File: src/rtl/tdmrx_pkg.sv
package tdmrx_pkg;
  timeunit 1ns; timeprecision 1ps;

  // framing properties that the receive path actually depends on
  typedef struct packed {
    logic fall_start;   // frame opens on a falling marker edge
    logic one_bit_lag;  // data trails the marker edge by one bit
    logic tail_align;   // sample sits at the end of the slot
  } fmt_cfg_t;

  typedef enum logic {ST_HUNT, ST_RUN} rx_state_e;

  function automatic fmt_cfg_t decode_fmt(input logic [2:0] code);
    fmt_cfg_t c;
    c = '0;
    case (code)
      3'd0, 3'd5: begin c.fall_start = 1'b1; c.one_bit_lag = 1'b1; end
      3'd2:       c.tail_align  = 1'b1;
      3'd3:       c.one_bit_lag = 1'b1;
      default:    c = '0;
    endcase
    return c;
  endfunction
endpackage

File: src/rtl/tdmrx_edge.sv
module tdmrx_edge (
  input  logic clk,
  input  logic rst,
  input  logic fsync,
  input  logic fall_start,
  output logic start
);
  timeunit 1ns; timeprecision 1ps;

  logic prev_q, primed_q;

  always_ff @(posedge clk) begin
    if (rst) begin
      prev_q   <= 1'b0;
      primed_q <= 1'b0;
    end else begin
      prev_q   <= fsync;
      primed_q <= 1'b1;
    end
  end

  assign start = primed_q && (fall_start ? (prev_q && !fsync) : (!prev_q && fsync));

  // two same-polarity edges cannot sit on adjacent samples
  p_edge_spacing_r1: assert property (@(posedge clk) disable iff (rst)
    start |=> !(start && $stable(fall_start)));
endmodule

File: src/rtl/tdmrx_frame_ctr.sv
module tdmrx_frame_ctr #(
  parameter int SLOT_W    = 32,
  parameter int MAX_SLOTS = 16,
  localparam int BW    = $clog2(SLOT_W),
  localparam int SW    = $clog2(MAX_SLOTS + 1),
  localparam int IDX_W = $clog2(MAX_SLOTS)
) (
  input  logic             clk,
  input  logic             rst,
  input  logic             start,
  input  logic             lag,
  input  logic [SW-1:0]    n_slots,
  output logic             emit,
  output logic [IDX_W-1:0] slot_idx,
  output logic             err
);
  timeunit 1ns; timeprecision 1ps;
  import tdmrx_pkg::*;

  localparam logic [BW-1:0] LAST_BIT = BW'(SLOT_W - 1);

  rx_state_e     st_q, st_d;
  logic [BW-1:0] b_q, b_d;
  logic [SW-1:0] s_q, s_d;
  logic          at_last, past_end, expect_edge;

  assign at_last     = (s_q == n_slots - 1'b1) && (b_q == LAST_BIT);
  assign past_end    = (s_q >= n_slots);
  assign expect_edge = lag ? at_last : past_end;
  assign slot_idx    = s_q[IDX_W-1:0];

  always_comb begin
    st_d = st_q;
    b_d  = b_q;
    s_d  = s_q;
    emit = 1'b0;
    err  = 1'b0;
    if (start) begin
      st_d = ST_RUN;
      s_d  = '0;
      // lagging data: this edge also carries the last bit of the old frame
      b_d  = lag ? '0 : BW'(1);
      if (st_q == ST_RUN) begin
        if (!expect_edge) err = 1'b1;
        else if (lag)     emit = 1'b1;
      end
    end else if (st_q == ST_RUN) begin
      if (past_end) begin
        err  = 1'b1;
        st_d = ST_HUNT;
      end else if (b_q == LAST_BIT) begin
        emit = 1'b1;
        b_d  = '0;
        s_d  = s_q + 1'b1;
        if (lag && at_last) begin
          err  = 1'b1;
          st_d = ST_HUNT;
        end
      end else begin
        b_d = b_q + 1'b1;
      end
    end
  end

  always_ff @(posedge clk) begin
    if (rst) begin
      st_q <= ST_HUNT;
      b_q  <= '0;
      s_q  <= '0;
    end else begin
      st_q <= st_d;
      b_q  <= b_d;
      s_q  <= s_d;
    end
  end

  // lock is only ever gained from a frame-opening edge
  p_lock_from_edge_r7: assert property (@(posedge clk) disable iff (rst)
    $rose(st_q == ST_RUN) |-> $past(start));
  // while running the slot counter never passes the frame end
  p_slot_bound_r3: assert property (@(posedge clk) disable iff (rst)
    (st_q == ST_RUN) |-> (s_q <= n_slots));
  // an error is followed by at least one clean cycle
  p_err_isolated_r8: assert property (@(posedge clk) disable iff (rst)
    err |=> !err);
  // a missing edge leaves the counter unlocked
  p_unlock_on_miss_r9: assert property (@(posedge clk) disable iff (rst)
    (err && !start) |=> (st_q == ST_HUNT));
endmodule

File: src/rtl/tdmrx_word_out.sv
module tdmrx_word_out #(
  parameter int SLOT_W   = 32,
  parameter int SAMPLE_W = 24,
  parameter int IDX_W    = 4,
  localparam int HALF_W  = SLOT_W / 2
) (
  input  logic                clk,
  input  logic                rst,
  input  logic                sdata,
  input  logic                emit,
  input  logic [IDX_W-1:0]    slot_idx,
  input  logic                err,
  input  logic                tail_align,
  input  logic                split,
  output logic                valid_q,
  output logic [IDX_W-1:0]    slot_q,
  output logic                first_q,
  output logic [SAMPLE_W-1:0] sample_q,
  output logic [HALF_W-1:0]   hi_q,
  output logic [HALF_W-1:0]   lo_q,
  output logic                err_q
);
  timeunit 1ns; timeprecision 1ps;

  logic [SLOT_W-2:0]   sh_q;
  logic [SLOT_W-1:0]   word;
  logic [SAMPLE_W-1:0] pick;

  // free-running: at a slot's last bit the newest SLOT_W bits are the slot
  assign word = {sh_q, sdata};
  assign pick = tail_align ? word[SAMPLE_W-1:0] : word[SLOT_W-1 -: SAMPLE_W];

  always_ff @(posedge clk) begin
    if (rst) begin
      sh_q     <= '0;
      valid_q  <= 1'b0;
      slot_q   <= '0;
      first_q  <= 1'b0;
      sample_q <= '0;
      hi_q     <= '0;
      lo_q     <= '0;
      err_q    <= 1'b0;
    end else begin
      sh_q    <= word[SLOT_W-2:0];
      valid_q <= emit;
      err_q   <= err;
      if (emit) begin
        slot_q   <= slot_idx;
        first_q  <= (slot_idx == '0);
        sample_q <= split ? '0 : pick;
        hi_q     <= split ? word[SLOT_W-1:HALF_W] : '0;
        lo_q     <= split ? word[HALF_W-1:0] : '0;
      end
    end
  end

  // strobes are single cycles, never back to back
  p_valid_gap_r6: assert property (@(posedge clk) disable iff (rst)
    valid_q |=> !valid_q);
  // sample and halves are never both populated
  p_split_excl_r5: assert property (@(posedge clk) disable iff (rst)
    valid_q |-> ((sample_q == '0) || ((hi_q == '0) && (lo_q == '0))));
endmodule

File: src/rtl/tdm_slave_rx.sv
module tdm_slave_rx #(
  parameter int SLOT_W     = 32,
  parameter int SAMPLE_W   = 24,
  parameter int SLOTS_STEP = 4,
  parameter int SEL_W      = 2,
  localparam int MAX_SLOTS = SLOTS_STEP * (1 << SEL_W),
  localparam int SW        = $clog2(MAX_SLOTS + 1),
  localparam int IDX_W     = $clog2(MAX_SLOTS),
  localparam int HALF_W    = SLOT_W / 2
) (
  input  logic                clk,
  input  logic                rst,
  input  logic                i_fsync,
  input  logic                i_sdata,
  input  logic [2:0]          i_fmt,
  input  logic [SEL_W-1:0]    i_frame_sel,
  input  logic                i_split,
  output logic                o_valid,
  output logic [IDX_W-1:0]    o_slot,
  output logic                o_first,
  output logic [SAMPLE_W-1:0] o_sample,
  output logic [HALF_W-1:0]   o_half_hi,
  output logic [HALF_W-1:0]   o_half_lo,
  output logic                o_sync_err
);
  timeunit 1ns; timeprecision 1ps;
  import tdmrx_pkg::*;

  fmt_cfg_t         cfg;
  logic [SW-1:0]    n_slots;
  logic             start, emit, err;
  logic [IDX_W-1:0] slot_idx;

  assign cfg     = decode_fmt(i_fmt);
  assign n_slots = SW'((int'(i_frame_sel) + 1) * SLOTS_STEP);

  tdmrx_edge u_edge (
    .clk(clk), .rst(rst), .fsync(i_fsync),
    .fall_start(cfg.fall_start), .start(start)
  );

  tdmrx_frame_ctr #(.SLOT_W(SLOT_W), .MAX_SLOTS(MAX_SLOTS)) u_ctr (
    .clk(clk), .rst(rst), .start(start), .lag(cfg.one_bit_lag),
    .n_slots(n_slots), .emit(emit), .slot_idx(slot_idx), .err(err)
  );

  tdmrx_word_out #(.SLOT_W(SLOT_W), .SAMPLE_W(SAMPLE_W), .IDX_W(IDX_W)) u_out (
    .clk(clk), .rst(rst), .sdata(i_sdata), .emit(emit), .slot_idx(slot_idx),
    .err(err), .tail_align(cfg.tail_align), .split(i_split),
    .valid_q(o_valid), .slot_q(o_slot), .first_q(o_first), .sample_q(o_sample),
    .hi_q(o_half_hi), .lo_q(o_half_lo), .err_q(o_sync_err)
  );

  // slot-0 marker agrees with the delivered index
  p_first_is_slot0_r6: assert property (@(posedge clk) disable iff (rst)
    (o_valid && o_first) |-> (o_slot == '0));
  // delivered slot indices stay inside the selected frame
  p_slot_in_frame_r3: assert property (@(posedge clk) disable iff (rst)
    (o_valid && $stable(i_frame_sel)) |-> (IDX_W'(o_slot) < n_slots));
endmodule

File: config.mk
export PLATFORM = sky130hd
export DESIGN_NAME = tdm_slave_rx
export DESIGN_NICKNAME = d
export VERILOG_FILES = /design/src/rtl/tdmrx_pkg.sv /design/src/rtl/tdmrx_edge.sv /design/src/rtl/tdmrx_frame_ctr.sv /design/src/rtl/tdmrx_word_out.sv /design/src/rtl/tdm_slave_rx.sv
export SDC_FILE = /design/constraint.sdc
export NUM_CORES = 1
export LEC_CHECK = 0
export BUFFER_PORTS_ARGS = -buffer_cell sky130_fd_sc_hd__buf_2
export CELL_PAD_IN_SITES_DETAIL_PLACEMENT = 0
export CELL_PAD_IN_SITES_GLOBAL_PLACEMENT = 1
export CORE_UTILIZATION = 37
export DETAILED_ROUTE_END_ITERATION = 8
export GPL_ROUTABILITY_DRIVEN = 0
export PLACE_DENSITY_LB_ADDON = 0.3
export SLEW_MARGIN = 0
export SYNTH_ARGS = -nofsm -noshare
export SYNTH_HDL_FRONTEND = slang
export SYNTH_HIERARCHICAL = 1
export SYNTH_SLANG_ARGS = --single-unit
export TNS_END_PERCENT = 30
File: constraint.sdc
create_clock -name clk -period 2.89 [get_ports clk]
set_clock_uncertainty 0.2 [all_clocks]
set_input_delay 0.289 -clock clk [delete_from_list [all_inputs] [get_ports clk]]
set_output_delay 0.289 -clock clk [all_outputs]
set_load 0.005 [all_outputs]
==> results.yml <==
sta:
  rsz0062_at_grt: "false"
  min_period_ns: 2.73
  setup-tns-final_ns: 0
  finalMaxSlewViolations: 0
  max_freq_ghz: 0.367
  slew_headroom: 0.561
  setup_viol_count_final: 0
  tightestPinTransition_ns: 0.657
  hold_viol_final: 0
  min_period_over_period: 0.943
clock_network:
  cts_root_buf: "clkbuf_16"
  post_cts_buffers: 0
  clk_latency_ns: 0.34
  clock-sinks: 107
  clk_pin_slew_ns: 0.07
  clockBufferDepth: 2
  cts_made_buffers: 9
  h-tree-depth: 3
  cts_tree: "done"
final_layout:
  nNetsFinal: 454
  area_delta_synth_final_pct: 20.0
  fin_util: 0.458
  num_antenna_cells: 0
  layout-drive-gt1-share: 0.289
floorplan:
  rows: 38
  initial_utilization: 0.382
  die-area_sq_um: 11700
  ios: 73
  core_area_sq_um: 10900
  die_x_microns: 108
  fp.dieH_microns: 108
setup_path:
  path_cells: "ha_1 -> and3_1 -> ha_1 -> nand4b_1 -> nor3_4 -> nand3_1 -> a21oi_2 -> buf_4 -> nor2_4 -> buf_6 -> a22o_1"
  crit_path_max_fanout: 27
  startpoint_type: "flop"
  timing.setup.critical_path_class: "flop to flop"
  required_ns: 2.92
  arrival_ns: 2.76
  crit_buf_inv: 2
  critPathSlowestCell: "dfxtp_1"
  crit_family: "simple AND/OR/NAND/NOR gates"
  worst_setup_path_end_kind: "flop"
  cpMostUsedCell: "ha_1"
  slowest_delay_ns: 0.41
global_route:
  grt_pass1_vias: 2808
  grt_overflow: 0
  antenna_found_initial: 0
  grt_usage: 0.164
  grt_pass1_wl_microns: 14600
  grt_max_degree: 32
synth:
  synthCells: 361
  yosys_warnings: 6
  synth.top_cell.area_share: 0.513
  ys_ff_latch: 107
  ys_seq_area_frac: 0.513
  synth-edff-count: 0
  synth_top_flop_cell: "dfxtp_1"
  synth_area_sq_um: 4180
  synth_area_per_cell_sq_um: 11.6
  synthArstFlopShare: 0
  yosysTopAreaCell: "dfxtp_1"
  ys_top_cells_by_area: "dfxtp_1 51%, mux2i_1 6.7%, a22o_1 6.5%"
  synth.distinct_cells: 52
drt:
  first_iter_violations: 113
  first_pass_iters: 4
  drtAntennaViolNets: 0
  drc: 0
  routed_wl_microns: 8890
  wl_per_cell_microns: 15.4
  vias: 2850
  post_drt_via_cell_ratio: 4.92
placement:
  portBuffers: 72
  hpwl_microns: 5960
pwr:
  leakage_nw: 2.05
  pwr_density_cell_nw_per_um2: 555
  vdd_drop_max_v: 0.000310
min_path:
  hp-class: "input pin to flop"
run_status:
  status: "completed"
flow_run:
  max_cap_viol_count: 0
==> placed cells by master (no fill, tap or decap), types with 5 or more instances in the layout <==
cell	netlist	layout
a21oi_1	15	14
a22o_1	31	31
buf_2	8	72
buf_4	4	6
clkbuf_16	0	9
conb_1	1	5
dfxtp_1	107	107
ha_1	10	10
inv_1	10	10
mux2i_1	28	28
nand2_1	5	5
nand3_1	5	5
nor2_1	6	6
nor2b_1	36	36
o21ai_0	5	5
o2bb2ai_1	5	5
o2bb2ai_2	18	18
==> synthesized netlist by cell type, types with 4 or more instances <==
library cell  instances
dfxtp_1             107
nor2b_1              36
a22o_1               31
mux2i_1              28
o2bb2ai_2            18
a21oi_1              15
ha_1                 10
inv_1                10
clkbuf_1              9
buf_2                 8
nor2_1                6
nand2_1               5
nand3_1               5
o21ai_0               5
o2bb2ai_1             5
buf_4                 4
==> worst register-to-register path, stage by stage, from the launching register on <==
cell      delay [ns]
dfxtp_1         0.41
ha_1            0.23
and3_1          0.18
ha_1            0.16
nand4b_1        0.16
nor3_4          0.21
nand3_1         0.12
a21oi_2         0.19
buf_4           0.21
nor2_4          0.07
buf_6           0.22
a22o_1          0.26
==> registers in the layout (all words and copies together) (netlist names), 4 cells and up <==
name,flops
u_out/sample_q,24
u_out/hi_q,16
u_ctr/b_q,5
u_ctr/s_q,5
u_out/slot_q,4
u_out/lo_q,16
u_out/sh_q,31
==> final timing paths <==
kind / from / to / slack, ns / depth (start not counted)
setup / recovery: u_ctr/b_q[0]$_SDFFE_PP0P_ / u_out/hi_q[11]$_SDFFE_PP0P_ / 0.16 / 11
setup reg to reg: u_ctr/b_q[0]$_SDFFE_PP0P_ / u_out/hi_q[11]$_SDFFE_PP0P_ / 0.16 / 11
hold reg to reg: u_ctr/b_q[4]$_SDFFE_PP0P_ / u_ctr/b_q[4]$_SDFFE_PP0P_ / 0.27 / 2
hold / removal: i_split / u_out/hi_q[15]$_SDFFE_PP0P_ / 0.04 / 3
==> repair_timing <==
action                                  in CTS  in global routing
endpoints found under the setup margin       0                 55
hold buffers                                 2                  0
endpoints found under the hold margin        3                  0
gates resized for setup                      0                  5
==> logic make-up (layout without fill, tap and decap cells) <==
kind of cell,Yosys count,after routing,synth area share
DFF,107,107,0.513
AOI/OAI and AO/OA,91,91,0.207
and+or+nand+nor,81,81,0.120
buffers and inverters,37,111,0.0506
muxes,28,28,0.0671
adders and majority gates,10,10,0.0299
xor gates and xnor gates,6,6,0.0126
other,1,5,0.000897
==> metrics by stage <==
stage               instance area, sq um  std cells  hold slack (ns)  setup slack [ns]  power [mW]
CTS                                 4990        579           0.0331            0.0211        2.81
floorplan                           4190        365            0.146             0.179        1.60
global route                        5010        579           0.0794            0.0112        2.90
detailed placement                  4690        561            0.249            0.0350        1.63
global placement                    4690        561            0.246            0.0767        1.63
finish                              5010        579           0.0409             0.164        2.78
==> layer usage <==
metal  routed length (microns)  global-route usage  up-vias
met3                       443              0.0446       10
met5                         0                   0        -
met1                      4490               0.227     1338
met4                       122              0.0608        0
met2                      3840               0.242       60
li1                          -                   -     1442
==> layout make-up <==
class	instances	area [sq um]
clock inverters	6	60.1
fillers	1053	5920
clock buffers	10	229
multi-input cells	221	1860
inverters	10	37.5
well taps	140	175
repair buffers	85	508
flip-flops and latches	107	2140
==> report_power, final <==
part,total [mW],switching [mW],internal [mW],leakage (nW)
Clock,1.18,0.574,0.605,0.134
Sequential,1.49,0.00665,1.48,0.863
Combinational,0.117,0.0733,0.0432,1.05
Total,2.78,0.654,2.13,2.05
(Power assumes the default switching activity.)
